--- src/rtl/llsc_pkg.sv ---
package llsc_pkg;

  typedef enum logic [1:0] {
    ST_IDLE,
    ST_FETCH,
    ST_OPEN,
    ST_STORE
  } llsc_state_e;

  localparam int unsigned FLAG_N   = 4;
  localparam int unsigned W_SNOOP  = 0;
  localparam int unsigned W_LOCK   = 1;
  localparam int unsigned W_IRQ    = 2;
  localparam int unsigned W_BERR   = 3;
  localparam int unsigned STAT_W   = FLAG_N + 1;

  localparam int unsigned OFS_LINK = 'h0;
  localparam int unsigned OFS_VAL  = 'h4;
  localparam int unsigned OFS_STAT = 'h8;

  // any set watch flag means the sequence is broken
  function automatic logic any_watch(input logic [FLAG_N-1:0] f);
    return |f;
  endfunction

  // status layout: busy above the flags
  function automatic logic [STAT_W-1:0] status_word(input logic busy,
                                                    input logic [FLAG_N-1:0] f);
    return {busy, f};
  endfunction

endpackage

--- src/rtl/llsc_seq.sv ---
module llsc_seq
  import llsc_pkg::*;
#(
  parameter int unsigned AW = 32,
  parameter int unsigned DW = 32
) (
  input  logic          clk,
  input  logic          rst_n,
  input  logic          addr_wr,
  input  logic          data_wr,
  input  logic [DW-1:0] wdata,
  input  logic          abort,
  input  logic          mem_ack,
  input  logic          mem_err,
  input  logic [DW-1:0] mem_rdata,
  output logic          mem_req,
  output logic          mem_we,
  output logic [AW-1:0] mem_addr,
  output logic [DW-1:0] mem_wdata,
  output logic [AW-1:0] link_addr,
  output logic [DW-1:0] data_q,
  output logic          busy,
  output logic          link_open,
  output logic          xfer_err,
  output logic          nolink_wr
);

  llsc_state_e state;

  always_ff @(posedge clk) begin
    if (!rst_n) begin
      state     <= ST_IDLE;
      link_addr <= '0;
      data_q    <= '0;
    end else begin
      unique case (state)
        ST_IDLE, ST_OPEN: begin
          if (addr_wr) begin
            link_addr <= wdata[AW-1:0];
            state     <= ST_FETCH;
          end else if (data_wr) begin
            data_q <= wdata;
            state  <= (state == ST_OPEN && !abort) ? ST_STORE : ST_IDLE;
          end
        end
        ST_FETCH: begin
          if (mem_ack) begin
            if (!mem_err) data_q <= mem_rdata;
            state <= mem_err ? ST_IDLE : ST_OPEN;
          end
        end
        ST_STORE: begin
          if (mem_ack) state <= ST_IDLE;
        end
        default: state <= ST_IDLE;
      endcase
    end
  end

  assign busy      = (state == ST_FETCH) || (state == ST_STORE);
  assign link_open = (state == ST_FETCH) || (state == ST_OPEN);
  assign mem_req   = busy;
  assign mem_we    = (state == ST_STORE);
  assign mem_addr  = link_addr;
  assign mem_wdata = data_q;
  assign xfer_err  = busy && mem_ack && mem_err;
  assign nolink_wr = data_wr && (state == ST_IDLE);

endmodule

--- src/rtl/llsc_watch.sv ---
module llsc_watch
  import llsc_pkg::*;
#(
  parameter int unsigned AW = 32
) (
  input  logic              clk,
  input  logic              rst_n,
  input  logic              clear,
  input  logic              watch_en,
  input  logic              snoop_valid,
  input  logic [AW-1:0]     snoop_addr,
  input  logic [AW-1:0]     link_addr,
  input  logic              lock_in,
  input  logic              irq_in,
  input  logic              berr,
  input  logic              nolink,
  output logic [FLAG_N-1:0] flags
);

  logic [FLAG_N-1:0] set_vec;

  always_comb begin
    set_vec          = '0;
    set_vec[W_SNOOP] = (watch_en && snoop_valid && (snoop_addr == link_addr)) || nolink;
    set_vec[W_LOCK]  = watch_en && lock_in;
    set_vec[W_IRQ]   = watch_en && irq_in;
    set_vec[W_BERR]  = berr;
  end

  always_ff @(posedge clk) begin
    if (!rst_n)     flags <= '0;
    else if (clear) flags <= '0;
    else            flags <= flags | set_vec;
  end

endmodule

--- src/rtl/llsc_unit.sv ---
module llsc_unit
  import llsc_pkg::*;
#(
  parameter int unsigned AW     = 32,
  parameter int unsigned DW     = 32,
  parameter int unsigned REG_AW = 4
) (
  input  logic              clk,
  input  logic              rst_n,
  input  logic              reg_en,
  input  logic              reg_we,
  input  logic [REG_AW-1:0] reg_addr,
  input  logic [DW-1:0]     reg_wdata,
  output logic [DW-1:0]     reg_rdata,
  output logic              mem_req,
  output logic              mem_we,
  output logic [AW-1:0]     mem_addr,
  output logic [DW-1:0]     mem_wdata,
  input  logic              mem_ack,
  input  logic              mem_err,
  input  logic [DW-1:0]     mem_rdata,
  input  logic              snoop_valid,
  input  logic [AW-1:0]     snoop_addr,
  input  logic              lock_in,
  input  logic              irq_taken
);

  localparam logic [REG_AW-1:0] A_LINK = REG_AW'(OFS_LINK);
  localparam logic [REG_AW-1:0] A_VAL  = REG_AW'(OFS_VAL);
  localparam logic [REG_AW-1:0] A_STAT = REG_AW'(OFS_STAT);

  // named internal events, observed by the bound checker
  logic              busy;
  logic              link_open;
  logic              addr_wr;
  logic              data_wr;
  logic              xfer_err;
  logic              nolink_wr;
  logic [AW-1:0]     link_addr;
  logic [DW-1:0]     data_q;
  logic [FLAG_N-1:0] flags;

  assign addr_wr = reg_en && reg_we && !busy && (reg_addr == A_LINK);
  assign data_wr = reg_en && reg_we && !busy && (reg_addr == A_VAL);

  llsc_seq #(.AW(AW), .DW(DW)) u_seq (
    .clk       (clk),
    .rst_n     (rst_n),
    .addr_wr   (addr_wr),
    .data_wr   (data_wr),
    .wdata     (reg_wdata),
    .abort     (any_watch(flags)),
    .mem_ack   (mem_ack),
    .mem_err   (mem_err),
    .mem_rdata (mem_rdata),
    .mem_req   (mem_req),
    .mem_we    (mem_we),
    .mem_addr  (mem_addr),
    .mem_wdata (mem_wdata),
    .link_addr (link_addr),
    .data_q    (data_q),
    .busy      (busy),
    .link_open (link_open),
    .xfer_err  (xfer_err),
    .nolink_wr (nolink_wr)
  );

  llsc_watch #(.AW(AW)) u_watch (
    .clk         (clk),
    .rst_n       (rst_n),
    .clear       (addr_wr),
    .watch_en    (link_open),
    .snoop_valid (snoop_valid),
    .snoop_addr  (snoop_addr),
    .link_addr   (link_addr),
    .lock_in     (lock_in),
    .irq_in      (irq_taken),
    .berr        (xfer_err),
    .nolink      (nolink_wr),
    .flags       (flags)
  );

  always_comb begin
    unique case (reg_addr)
      A_LINK:  reg_rdata = DW'(link_addr);
      A_VAL:   reg_rdata = data_q;
      A_STAT:  reg_rdata = DW'(status_word(busy, flags));
      default: reg_rdata = '0;
    endcase
  end

endmodule

--- config.mk ---
export PLATFORM = sky130hd
export DESIGN_NAME = llsc_unit
export DESIGN_NICKNAME = d
export VERILOG_FILES = /design/src/rtl/llsc_pkg.sv /design/src/rtl/llsc_seq.sv /design/src/rtl/llsc_watch.sv /design/src/rtl/llsc_unit.sv
export SDC_FILE = /design/constraint.sdc
export NUM_CORES = 1
export LEC_CHECK = 0
export BUFFER_PORTS_ARGS = -buffer_cell sky130_fd_sc_hd__buf_2
export CORE_ASPECT_RATIO = 0.9
export CORE_MARGIN = 8
export CORE_UTILIZATION = 40
export CTS_CLUSTER_SIZE = 28
export DETAILED_ROUTE_END_ITERATION = 10
export GPL_TIMING_DRIVEN = 0
export PLACE_DENSITY = 0.77
export REMOVE_ABC_BUFFERS = 1
export SLEW_MARGIN = 10
export SYNTH_ARGS = -nofsm -noshare
export SYNTH_HDL_FRONTEND = slang
export SYNTH_SLANG_ARGS = --single-unit
export TNS_END_PERCENT = 30
--- constraint.sdc ---
create_clock -name clk -period 5 [get_ports clk]
set_input_delay 0.25 -clock clk [delete_from_list [all_inputs] [get_ports clk]]
set_output_delay 0.25 -clock clk [all_outputs]
set_load 0.01 [all_outputs]
Yosys cells after proc, flatten, opt, wreduce, memory -nomap -nowiden --
Index checks and enable logic that the tools add are counted.
Storage, ports and cells: bits in registers 70, input port bits 109, word-level logic and storage cells 57
Operators by class: equality and inequality tests 12, multiplexer cells 13, bitwise operators 2, reductions and logical operators 26
Operators with widths (number):
- $mux 32 | 4
- $pmux 32 s3 | 1
- $pmux 32 s2 | 1
- $eq 32x32->1 | 1
- $logic_and 1x1->1 | 12
- $mux 2 | 6
- $ne 2x2->1 const B | 3
- $pmux 2 s3 | 1
- $reduce_and 5->1 | 1
- $eq 2x2->1 const B | 2
- $eq 4x3->1 const B | 1
- $eq 4x4->1 const B | 1
- $logic_not 4->1 | 1
- $ne 2x1->1 const B | 2
- $or 4x4->4 | 1
- $reduce_or 2->1 | 2
- $reduce_or 4->1 | 1
- $logic_or 1x1->1 | 3
- $ne 3x2->1 const B | 1
- $reduce_and 3->1 | 1
- $eq 2x1->1 const B | 1
- $logic_not 1->1 | 2
- $logic_not 2->1 | 1
- $reduce_and 2->1 | 1
- other kinds (2) | 2

Logic depth before layout (Yosys ltp) --
Gate-level depths: netlist of the first run.
word-level depth 8, depth in mapped cells 10

By module --
A second synthesis of the first run with hierarchy kept.
Unflattened totals: cell total of the unflattened synthesis 514, area total of the unflattened synthesis 4506.8 um^2
Modules (own cells, without submodules):
- llsc_seq | instances 1, cells an instance 378, area each 3390.8 um^2, sequential area each 1321.3 um^2
- llsc_unit | instances 1, cells an instance 78, area each 629.4 um^2, sequential area each 0.0 um^2
- llsc_watch | instances 1, cells an instance 58, area each 486.7 um^2, sequential area each 80.1 um^2

Least setup slack after synthesis of the first run --
No wires, ideal clock.
kind reg-to-reg, start register u_seq.state[1], end register u_seq.data_q[13], data arrival time 2.067 ns, required time 4.919 ns, slack 2.851 ns, cell stages (with the launch flop) 10, buffers on the path 2, clock period less this slack 2.149 ns, cells stage by stage dfxtp_1 > inv_1 > ha_1 > buf_4 > and4bb_1 > nand3_1 > a221oi_4 > buf_4 > nor2_1 > a211oi_2
Between the ends: longest elaborated chain between the ends 7, elaborated cells between the ends (all ways) 17, those cells by class eq/ne: 7; mux: 1; reduce/logical: 9
Ends and longest elaborated chain:
- start: declaration | RTL line llsc_seq.sv:28 | llsc_state_e state;
- start signal: assignment | RTL line llsc_seq.sv:43 | state <= (state == ST_OPEN && !abort) ? ST_STORE : ST_IDLE;
- start signal: assignment | RTL line llsc_seq.sv:49 | state <= mem_err ? ST_IDLE : ST_OPEN;
- $eq 2x1->1 / $eq 2x2->1 (equally long branches) | RTL line llsc_seq.sv:36, llsc_seq.sv:60
- $logic_or 1x1->1 | RTL line llsc_seq.sv:60 | assign busy = (state == ST_FETCH) || (state == ST_STORE);
- $logic_not 1->1 | RTL line llsc_unit.sv:43, llsc_unit.sv:44
- $logic_and 1x1->1 | RTL line llsc_unit.sv:43, llsc_unit.sv:44
- $logic_and 1x1->1, on equally long branches | RTL line llsc_unit.sv:44, llsc_unit.sv:43
- $ne 2x1->1 (no source line) / $ne 2x2->1 (equally long branches)
- $reduce_and 5->1 (no source line)
- end signal: assignment | RTL line llsc_seq.sv:42 | data_q <= wdata;
- end signal: assignment | RTL line llsc_seq.sv:48 | if (!mem_err) data_q <= mem_rdata;
- end: declaration | RTL line llsc_seq.sv:21 | output logic [DW-1:0] data_q,
Parallel ways exist; a longest one is shown, timed or not. A chain may end at the register's enable or synchronous reset.

Worst setup path in the final report of the first run --
start register u_seq.state[0], end register u_seq.data_q[31]
Same word-level chain as after synthesis.

==> results.cfg, run 1 <==
[outcome]
outcome = finished, final reports clean

[die]
initial_core_util_pct = 41.0
core_area_um2 = 9610
num_rows = 34
die_w_um = 121
die-area_um2 = 13300
die_height_um = 110
ioPinCount = 207

[clock_network]
root_buffer = clkbuf_8
h-tree-depth = 3
cts_tree = yes
clkLatencyLatePin_ps = 340
ctsResizeCount = 0
clock_path_buffers = 2
ctsHoldBuffers = 0
clkTransAtPathRegs_ps = 80
cts.sinks = 70
numCtsBuffers = 9
post_cts_buffers = 0

[finish]
layout_common_cells = buf_2 (206), nor2_1 (98), mux2i_1 (96), dfxtp_1 (70), a211oi_2 (32)
fillers = 889
final_core_util_pct = 55.5
stdcell_count = 742
fin_nets = 724
layout_commonest_cell = buf_2
area_growth_pct = 35.3
drive_above_1_share_pct = 43.0
fin_area_um2 = 5340
antenna_cells = 0

[global_routing]
overflow = 0
antenna_found_initial = 0
grt_pass1_wl_um = 20200
grt_max_degree = 38
grt.total_usage_pct = 18.8
grt_pass1_vias = 4135

[hold_path]
hold_path_class = in -> reg
hold_path_depth = 3

[place]
io_buffers = 206
dpl.cell_count = 726
post-dp-hpwl_um = 10100
place.gp.congestion = 0.841
dpl-instance-area_um2 = 5120
dp_worst_setup_slack_ps = 1730

[worst_setup_path]
required_ps = 5260
start_kind = register
crit_cells = 10
crit_slowest_cell = ha_2
crit_fanout = 19
slowest_delay_ps = 670
crit_family = compound AO/OA/AOI/OAI gates
path_cells = ha_2 -> nor2_1 -> inv_1 -> o41ai_4 -> a221oi_4 -> buf_8 -> buf_8 -> buf_6 -> nor2_1 -> a211oi_2
arrival_ps = 3540
end_kind = register
critical_path_class = reg -> reg
cp_num_buf_inv = 4
ff2ff_path_depth = 10

[timing]
hold_viol = 0
rsz0062_at_grt = no
tns_ps = 0
post-route-min-period_ps = 3280
maxSlewViolCount = 0
fin_skew_ps = 12.6
worst_slack_ps = 1720
worstMarginPinSlew_ps = 1180
fmax_mhz = 305
slew_headroom_pct = 21.5
finalSetupViolations = 0
finalCritPeriodShare_pct = 65.5

[yosys]
async_flop_share_pct = 0
syn_area_um2 = 3940
yosys_warnings = 0
synthCells = 415
ys.flop_type = dfxtp_1
synth-edff-count = 0
synth-seq-cells = 70
synth_seq_area_share_pct = 35.5
avgSynthCellArea_um2 = 9.50
synth_cell_type_count = 35

[detailed_routing]
wirelength_um = 13000
drc = 0
post_drt_wl_per_cell_um = 17.5
vias = 3808
drtIter0Drc = 131
avgViaCountPerCell = 5.13
dr.pass1.iters = 4
ant_nets = 0

[run]
drv_cap = 0

[pwr]
leakagePower_nw = 2.30
power.density_nw_per_um2 = 240
vdd_drop_max_mv = 0.137
## registers in the layout, indices dropped and copies added (netlist names)
name and count:
u_seq.link_addr 32, u_seq.state 2, u_watch.flags 4, u_seq.data_q 32
## layout make-up
type                            instances  area (um2)  share of cell area, %
Clock buffer                           12         145                   2.72
Timing Repair Buffer                  213        1150                   21.6
Tap cell                              126         158                   2.95
Multi-Input combinational cell        308        2370                   44.4
Clock inverter                          4        70.1                   1.31
Sequential cell                        70        1400                   26.3
Inverter                                9        36.3                  0.680
## cell families after synthesis
group / share of synthesized area (%)
AND/OR/NAND/NOR: 13.4
flip-flops: 35.5
XOR/XNOR: 6.22
multiplexers: 24.4
buffers and inverters: 4.60
adder cells (fa/ha/maj): 1.27
AO/OA/AOI/OAI: 14.6
## layer usage
metal | up-vias | GRT usage (%) | wire, um
li1 | 1849 | - | -
met5 | - | 0 | 0
met4 | 0 | 7.21 | 261
met1 | 1816 | 20.9 | 5280
met3 | 22 | 5.09 | 861
met2 | 121 | 33.9 | 6560
## tightest hold or removal path: stages
cell and delay, ps:
buf_2 90, mux2i_1 60, nor2_1 70
## report_power, final
group	internal [mW]	total, mW	switching, mW
sequential	0.570	0.583	0.0128
clock	0.294	0.507	0.213
combinational	0.0876	0.189	0.102
## metrics by stage
| step | hold slack (ps) | total power, mW |
|---|---|---|
| 3_3_place_gp | 485 | 0.774 |
| 3_5_place_dp | 492 | 0.786 |
| 4_1_cts | 140 | 1.29 |
| 2_1_floorplan | 389 | 0.690 |
| 6_report | 152 | 1.28 |
| 5_1_grt | 161 | 1.34 |
## cells in the mapped netlist, drive strengths merged (4+ instances only)
cell | number | area (um2)
nor2 | 99 | 372
mux2i | 96 | 961
dfxtp | 70 | 1400
a211oi | 33 | 408
xnor2 | 27 | 236
clkbuf | 16 | 60.1
buf | 12 | 87.6
inv | 9 | 33.8
nand2 | 9 | 33.8
nand4 | 7 | 43.8
o21ai | 5 | 25.0
ha | 4 | 50.1
## worst paths after layout
| check | from | to | slack, ps |
|---|---|---|---|
| worst min-delay path | reg_wdata[24] | u_seq.link_addr[24]$_SDFFE_PN0P_ | 150 |
| worst max-delay path | u_seq.state[0]$_SDFFE_PN0P_ | u_seq.data_q[31]$_SDFFE_PN0P_ | 1720 |
| worst min register to register | u_watch.flags[3]$_SDFF_PP0_ | u_watch.flags[3]$_SDFF_PP0_ | 510 |
| worst max register to register | u_seq.state[0]$_SDFFE_PN0P_ | u_seq.data_q[31]$_SDFFE_PN0P_ | 1720 |
Note: power is estimated with default switching activity, not from simulation.
==> run 2, diff against run 1 <==
==> constraint.sdc (replaced) <==
create_clock -name clk -period 3.3 [get_ports clk]
set_input_delay 0.165 -clock clk [delete_from_list [all_inputs] [get_ports clk]]
set_output_delay 0.165 -clock clk [all_outputs]
set_load 0.01 [all_outputs]
==> run 2 against run 1 <==
Effect of this change:
- critical endpoint unchanged
- clock skew decreased by 1.9 ps
- global-route usage unchanged
- die area unchanged
- largest power group unchanged
- largest cell class unchanged
- via count increased by 0.92%
- wire length increased by 0.40%
- combinational power increased by 53%
- first-iteration DRC count increased by 50%
- final cell count unchanged
- fmax increased by 6.5%
- count of clock-buffer cells in the layout unchanged
==> results.cfg, run 2 (same netlist as run 1, synthesis figures left out) <==
[pwr]
leakagePower_nw = 2.30
power.density_nw_per_um2 = 362
vdd_drop_max_mv = 0.212

[global_routing]
grt_pass1_vias = 4135
grt.total_usage_pct = 18.8
grt_max_degree = 38
grt_pass1_wl_um = 20200
overflow = 0
antenna_found_initial = 0

[worst_setup_path]
critical_path_class = reg -> reg
end_kind = register
path_cells = ha_4 -> nor2_1 -> inv_1 -> o41ai_4 -> a221oi_4 -> buf_8 -> buf_8 -> buf_6 -> nor2_1 -> a211oi_2
crit_slowest_cell = a221oi_4
crit_fanout = 19
slowest_delay_ps = 620
required_ps = 3560
ff2ff_path_depth = 10
start_kind = register
arrival_ps = 3340

[clock_network]
clock_path_buffers = 2
clkLatencyLatePin_ps = 340
cts_tree = yes
post_cts_buffers = 0
root_buffer = clkbuf_8
numCtsBuffers = 9
clkTransAtPathRegs_ps = 80
h-tree-depth = 3
cts.sinks = 70

[hold_path]
hold_path_class = in -> reg
hold_path_depth = 3

[run]
drv_cap = 0

[die]
num_rows = 34
die_height_um = 110
ioPinCount = 207
core_area_um2 = 9610
die_w_um = 121
initial_core_util_pct = 41.0
die-area_um2 = 13300

[timing]
slew_headroom_pct = 22.6
fmax_mhz = 325
finalCritPeriodShare_pct = 93.3
worstMarginPinSlew_ps = 1160
fin_skew_ps = 10.7
finalSetupViolations = 0
tns_ps = 0
rsz0062_at_grt = no
whs_ps = 70.5
worst_slack_ps = 222
maxSlewViolCount = 0
hold_viol = 0
post-route-min-period_ps = 3080

[place]
dp_worst_setup_slack_ps = 32.4
io_buffers = 206
post-dp-hpwl_um = 10100
place.gp.congestion = 0.841
dpl.cell_count = 726

[finish]
drive_above_1_share_pct = 43.0
area_growth_pct = 35.6
fin_nets = 724
stdcell_count = 742
largestRegisters = u_seq.data_q (32), u_seq.link_addr (32), u_watch.flags (4)
layout_commonest_cell = buf_2
layout_common_cells = buf_2 (206), nor2_1 (98), mux2i_1 (96), dfxtp_1 (70), a211oi_2 (32)
antenna_cells = 0

[detailed_routing]
avgViaCountPerCell = 5.18
dr.pass1.iters = 4
drtIter0Drc = 196
drc = 0
ant_nets = 0
vias = 3843
post_drt_wl_per_cell_um = 17.6
wirelength_um = 13000

[outcome]
outcome = finished, final reports clean
-- run 2: cell count changes in the layout (fill, tap and decap cells not counted) --
| cell | before | now |
|---|---|---|
| ha_2 | 1 | 0 |
| ha_4 | 0 | 1 |
-- run 2: per-layer routing --
layer,GRT usage (%),wire (um)
met1,20.9,5260
met4,7.21,271
met5,0,0
met2,33.9,6600
met3,5.09,898
-- run 2: critical path: cells and delay by family, from the launching register on --
family / cells / cell delay [ps]
fa+ha+maj: 1 / 450
compound gates: 3 / 940
buf+inv: 4 / 840
simple gates: 2 / 190
flops: 1 / 580
-- run 2: worst paths after layout --
kind                                             startpoint                                to  slack (ps)
worst max-delay path            u_seq.state[0]$_SDFFE_PN0P_     u_seq.data_q[31]$_SDFFE_PN0P_         220
worst max register to register  u_seq.state[0]$_SDFFE_PN0P_     u_seq.data_q[31]$_SDFFE_PN0P_         220
worst min-delay path                          reg_wdata[24]  u_seq.link_addr[24]$_SDFFE_PN0P_          70
worst min register to register  u_watch.flags[2]$_SDFF_PP0_       u_watch.flags[2]$_SDFF_PP0_         510
-- run 2: metrics by stage --
stage / power, mW / util, % / area [um2]
after global placement: 1.17 / 51.8 / 4980
after CTS: 1.96 / 55.5 / 5340
after global routing: 2.03 / 55.6 / 5350
after floorplan: 1.05 / - / 3800
final: 1.94 / 55.6 / 5350
after detailed placement: 1.19 / 53.3 / 5120
-- run 2: timing repair --
item                       CTS  global route
setup endpoints to repair    0             7
hold buffers                 0             0
gates resized for setup      0             1
-- run 2: where the power goes --
part / total, mW / switching, mW / leakage (nW) / internal, mW
Clock: 0.766 / 0.321 / 0.110 / 0.445
Combinational: 0.289 / 0.156 / 1.62 / 0.133
Sequential: 0.884 / 0.0198 / 0.565 / 0.864
Total: 1.94 / 0.496 / 2.30 / 1.44
-- run 2: cell type report --
class / count / area, um2
tap: 126 / 158
inverter: 9 / 36.3
sequential: 70 / 1400
clock buffer: 12 / 145
timing repair buffer: 213 / 1150
fill: 887 / 4270
multi-input combinational: 308 / 2380
clock inverter: 4 / 70.1
==> run 3, diff against run 2 <==
--- a/config.mk
+++ b/config.mk
@@ -5,15 +5,15 @@
 export SDC_FILE = /design/constraint.sdc
 export NUM_CORES = 1
 export LEC_CHECK = 0
+export ABC_AREA = 1
 export BUFFER_PORTS_ARGS = -buffer_cell sky130_fd_sc_hd__buf_2
 export CORE_ASPECT_RATIO = 0.9
-export CORE_MARGIN = 8
+export CORE_MARGIN = 2
 export CORE_UTILIZATION = 40
 export CTS_CLUSTER_SIZE = 28
 export DETAILED_ROUTE_END_ITERATION = 10
 export GPL_TIMING_DRIVEN = 0
-export PLACE_DENSITY = 0.77
-export REMOVE_ABC_BUFFERS = 1
+export PLACE_DENSITY = 0.78
 export SLEW_MARGIN = 10
 export SYNTH_ARGS = -nofsm -noshare
 export SYNTH_HDL_FRONTEND = slang
==> run 3 against run 2 <==
Effect of this change:
- critical path depth down 2
- worst setup slack better by 1000 ps
- final cell count up 29%
- clock power down 10%
- non-clock buffer count up 22
- wire length up 12%
- power up 12%
- fmax up 51%
- highest routed layer unchanged
==> results.cfg, run 3 <==
[detailed_routing]
ant_nets = 0
post_drt_wl_per_cell_um = 15.2
avgViaCountPerCell = 5.03
vias = 4810
drc = 0
wirelength_um = 14600
drtIter0Drc = 329
dr.pass1.iters = 5

[die]
die-area_um2 = 10500
die_w_um = 108
ioPinCount = 207
initial_core_util_pct = 40.6
num_rows = 34
core_area_um2 = 9570
die_height_um = 97.5

[yosys]
yosys.area.top_type = dfxtp_1
synth_top_family_by_area = compound AO/OA/AOI/OAI gates
yosys-top-cells-area = dfxtp_1 (36%), nand2_1 (16%), inv_1 (9.5%)
avgSynthCellArea_um2 = 6.36
synth.net_count = 723
synth.area.mux_share_pct = 0
synth-edff-count = 0
yosys.area_share.simple_pct = 22.3
synth_fa_ha_area_share_pct = 1.29
synth_compound_area_share_pct = 24.6
synth_seq_area_share_pct = 36.1
syn_area_um2 = 3880
synth_commonest_cells = nand2_1 (168), inv_1 (98), dfxtp_1 (70), o21ai_0 (70), a21oi_1 (66)
synthCells = 610
async_flop_share_pct = 0
synthDominantCellAreaShare_pct = 36.1
synth.most_common_cell = nand2_1
ys.flop_type = dfxtp_1
yosys_warnings = 0
synth_xor_area_share_pct = 2.03
synth_cell_type_count = 30
synth-seq-cells = 70

[global_routing]
antenna_found_initial = 0
grt_max_degree = 12
grt_pass1_vias = 4411
grt_pass1_wl_um = 22200
overflow = 0
grt.total_usage_pct = 27.1

[place]
dp_worst_setup_slack_ps = 1280
place.gp.congestion = 0.915
post-dp-hpwl_um = 11200
io_buffers = 205

[clock_network]
clock_path_buffers = 2
ctsHoldBuffers = 0
ctsResizeCount = 0
clkLatencyLatePin_ps = 340
numCtsBuffers = 9
cts_tree = yes
post_cts_buffers = 0
clkTransAtPathRegs_ps = 80
root_buffer = clkbuf_8
h-tree-depth = 3
cts.sinks = 70

[finish]
layout_commonest_cell = buf_2
largestRegisters = u_seq.data_q (32), u_seq.link_addr (32), u_watch.flags (4)
drive_above_1_share_pct = 28.6
antenna_cells = 0
area_growth_pct = 35.2
fin_nets = 939
final_core_util_pct = 54.8
layout_common_cells = buf_2 (212), nand2_1 (168), inv_1 (98), o21ai_0 (70), dfxtp_1 (70)

[worst_setup_path]
required_ps = 3560
crit_family = buffers and inverters
crit_fanout = 10
critical_path_class = reg -> reg
arrival_ps = 2310
cpMostUsedCell = nand2_1
crit_slowest_cell = clkbuf_1
path_cells = inv_1 -> ha_1 -> inv_2 -> clkbuf_1 -> nand2_1 -> nand2_1 -> o21ai_0 -> a21oi_1
crit_end = u_seq.data_q[30]$_SDFFE_PN0P_
ff2ff_path_depth = 8
timing.rr.start = u_seq.state[1]$_SDFFE_PN0P_
timing.rr.end = u_seq.data_q[30]$_SDFFE_PN0P_
start_kind = register
cp-startpoint = u_seq.state[1]$_SDFFE_PN0P_
crit_cells = 8
ff2ff_setup_slack_ps = 1260
end_kind = register
slowest_delay_ps = 530
cp_num_buf_inv = 3

[timing]
post-route-min-period_ps = 2040
worstMarginPinSlew_ps = 777
finalCritPeriodShare_pct = 61.9
fin_skew_ps = 9.56
finalSetupViolations = 0
rsz0062_at_grt = no
maxSlewViolCount = 0
tns_ps = 0
fmax_mhz = 489
worst_slack_ps = 1260
hold_viol = 0
whs_ps = 68.1
slew_headroom_pct = 47.7

[pwr]
leakagePower_nw = 2.70
vdd_drop_max_mv = 0.198
power.density_nw_per_um2 = 413
p_total_mw = 2.17

[outcome]
outcome = finished, final reports clean

[run]
drv_cap = 0

[hold_path]
hold_path_class = in -> reg
[run 3: report_power, final]
group          switching, mW  total (mW)  internal (mW)  leakage [nW]
Combinational          0.327       0.533          0.206          2.05
Clock                  0.339       0.687          0.348        0.0904
Sequential            0.0423       0.949          0.907         0.565
[run 3: worst min-delay path, cell delays in order]
cell	delay [ps]
buf_2	80
a21oi_1	50
nor2_1	80
[run 3: how the worst min path moves through the flow]
stage                             from                         endpoint  slack [ps]  depth (start not counted)
after global placement         lock_in      u_watch.flags[1]$_SDFF_PP0_         410                          3
final                          lock_in      u_watch.flags[1]$_SDFF_PP0_          70                          3
after CTS                      lock_in      u_watch.flags[1]$_SDFF_PP0_          50                          3
after global routing      reg_wdata[9]  u_seq.link_addr[9]$_SDFFE_PN0P_          80                          3
after detailed placement       lock_in      u_watch.flags[1]$_SDFF_PP0_         420                          3
after floorplan           reg_wdata[5]  u_seq.link_addr[5]$_SDFFE_PN0P_         310                          2
[run 3: final cells by class]
cell class / instances / area (um2)
buffer: 30 / 155
clock buffer: 12 / 135
clock inverter: 4 / 47.5
fill: 1022 / 4320
inverter: 100 / 375
multi-input combinational: 410 / 1950
sequential: 70 / 1400
tap: 126 / 158
timing repair buffer: 205 / 1030
[run 3: per-layer routing]
metal / vias up / track usage [%] / wire length, um
met5: - / 0 / 0
met4: 0 / 6.71 / 162
met3: 18 / 5.63 / 1370
met2: 257 / 45.6 / 6930
met1: 2156 / 35.3 / 6130
li1: 2379 / - / -
[run 3: through the flow]
stage	cell area, um2	std cells
after floorplan	3880	610
after global placement	5070	941
after detailed placement	5070	941
after CTS	5250	957
after global routing	5250	957
final	5250	957
[run 3: cells by family after synthesis]
| kind of cell | count (synthesis) |
|---|---|
| compound gates | 181 |
| xor+xnor | 9 |
| fa+ha+maj | 4 |
| flops | 70 |
| simple gates | 216 |
| buf+inv | 130 |
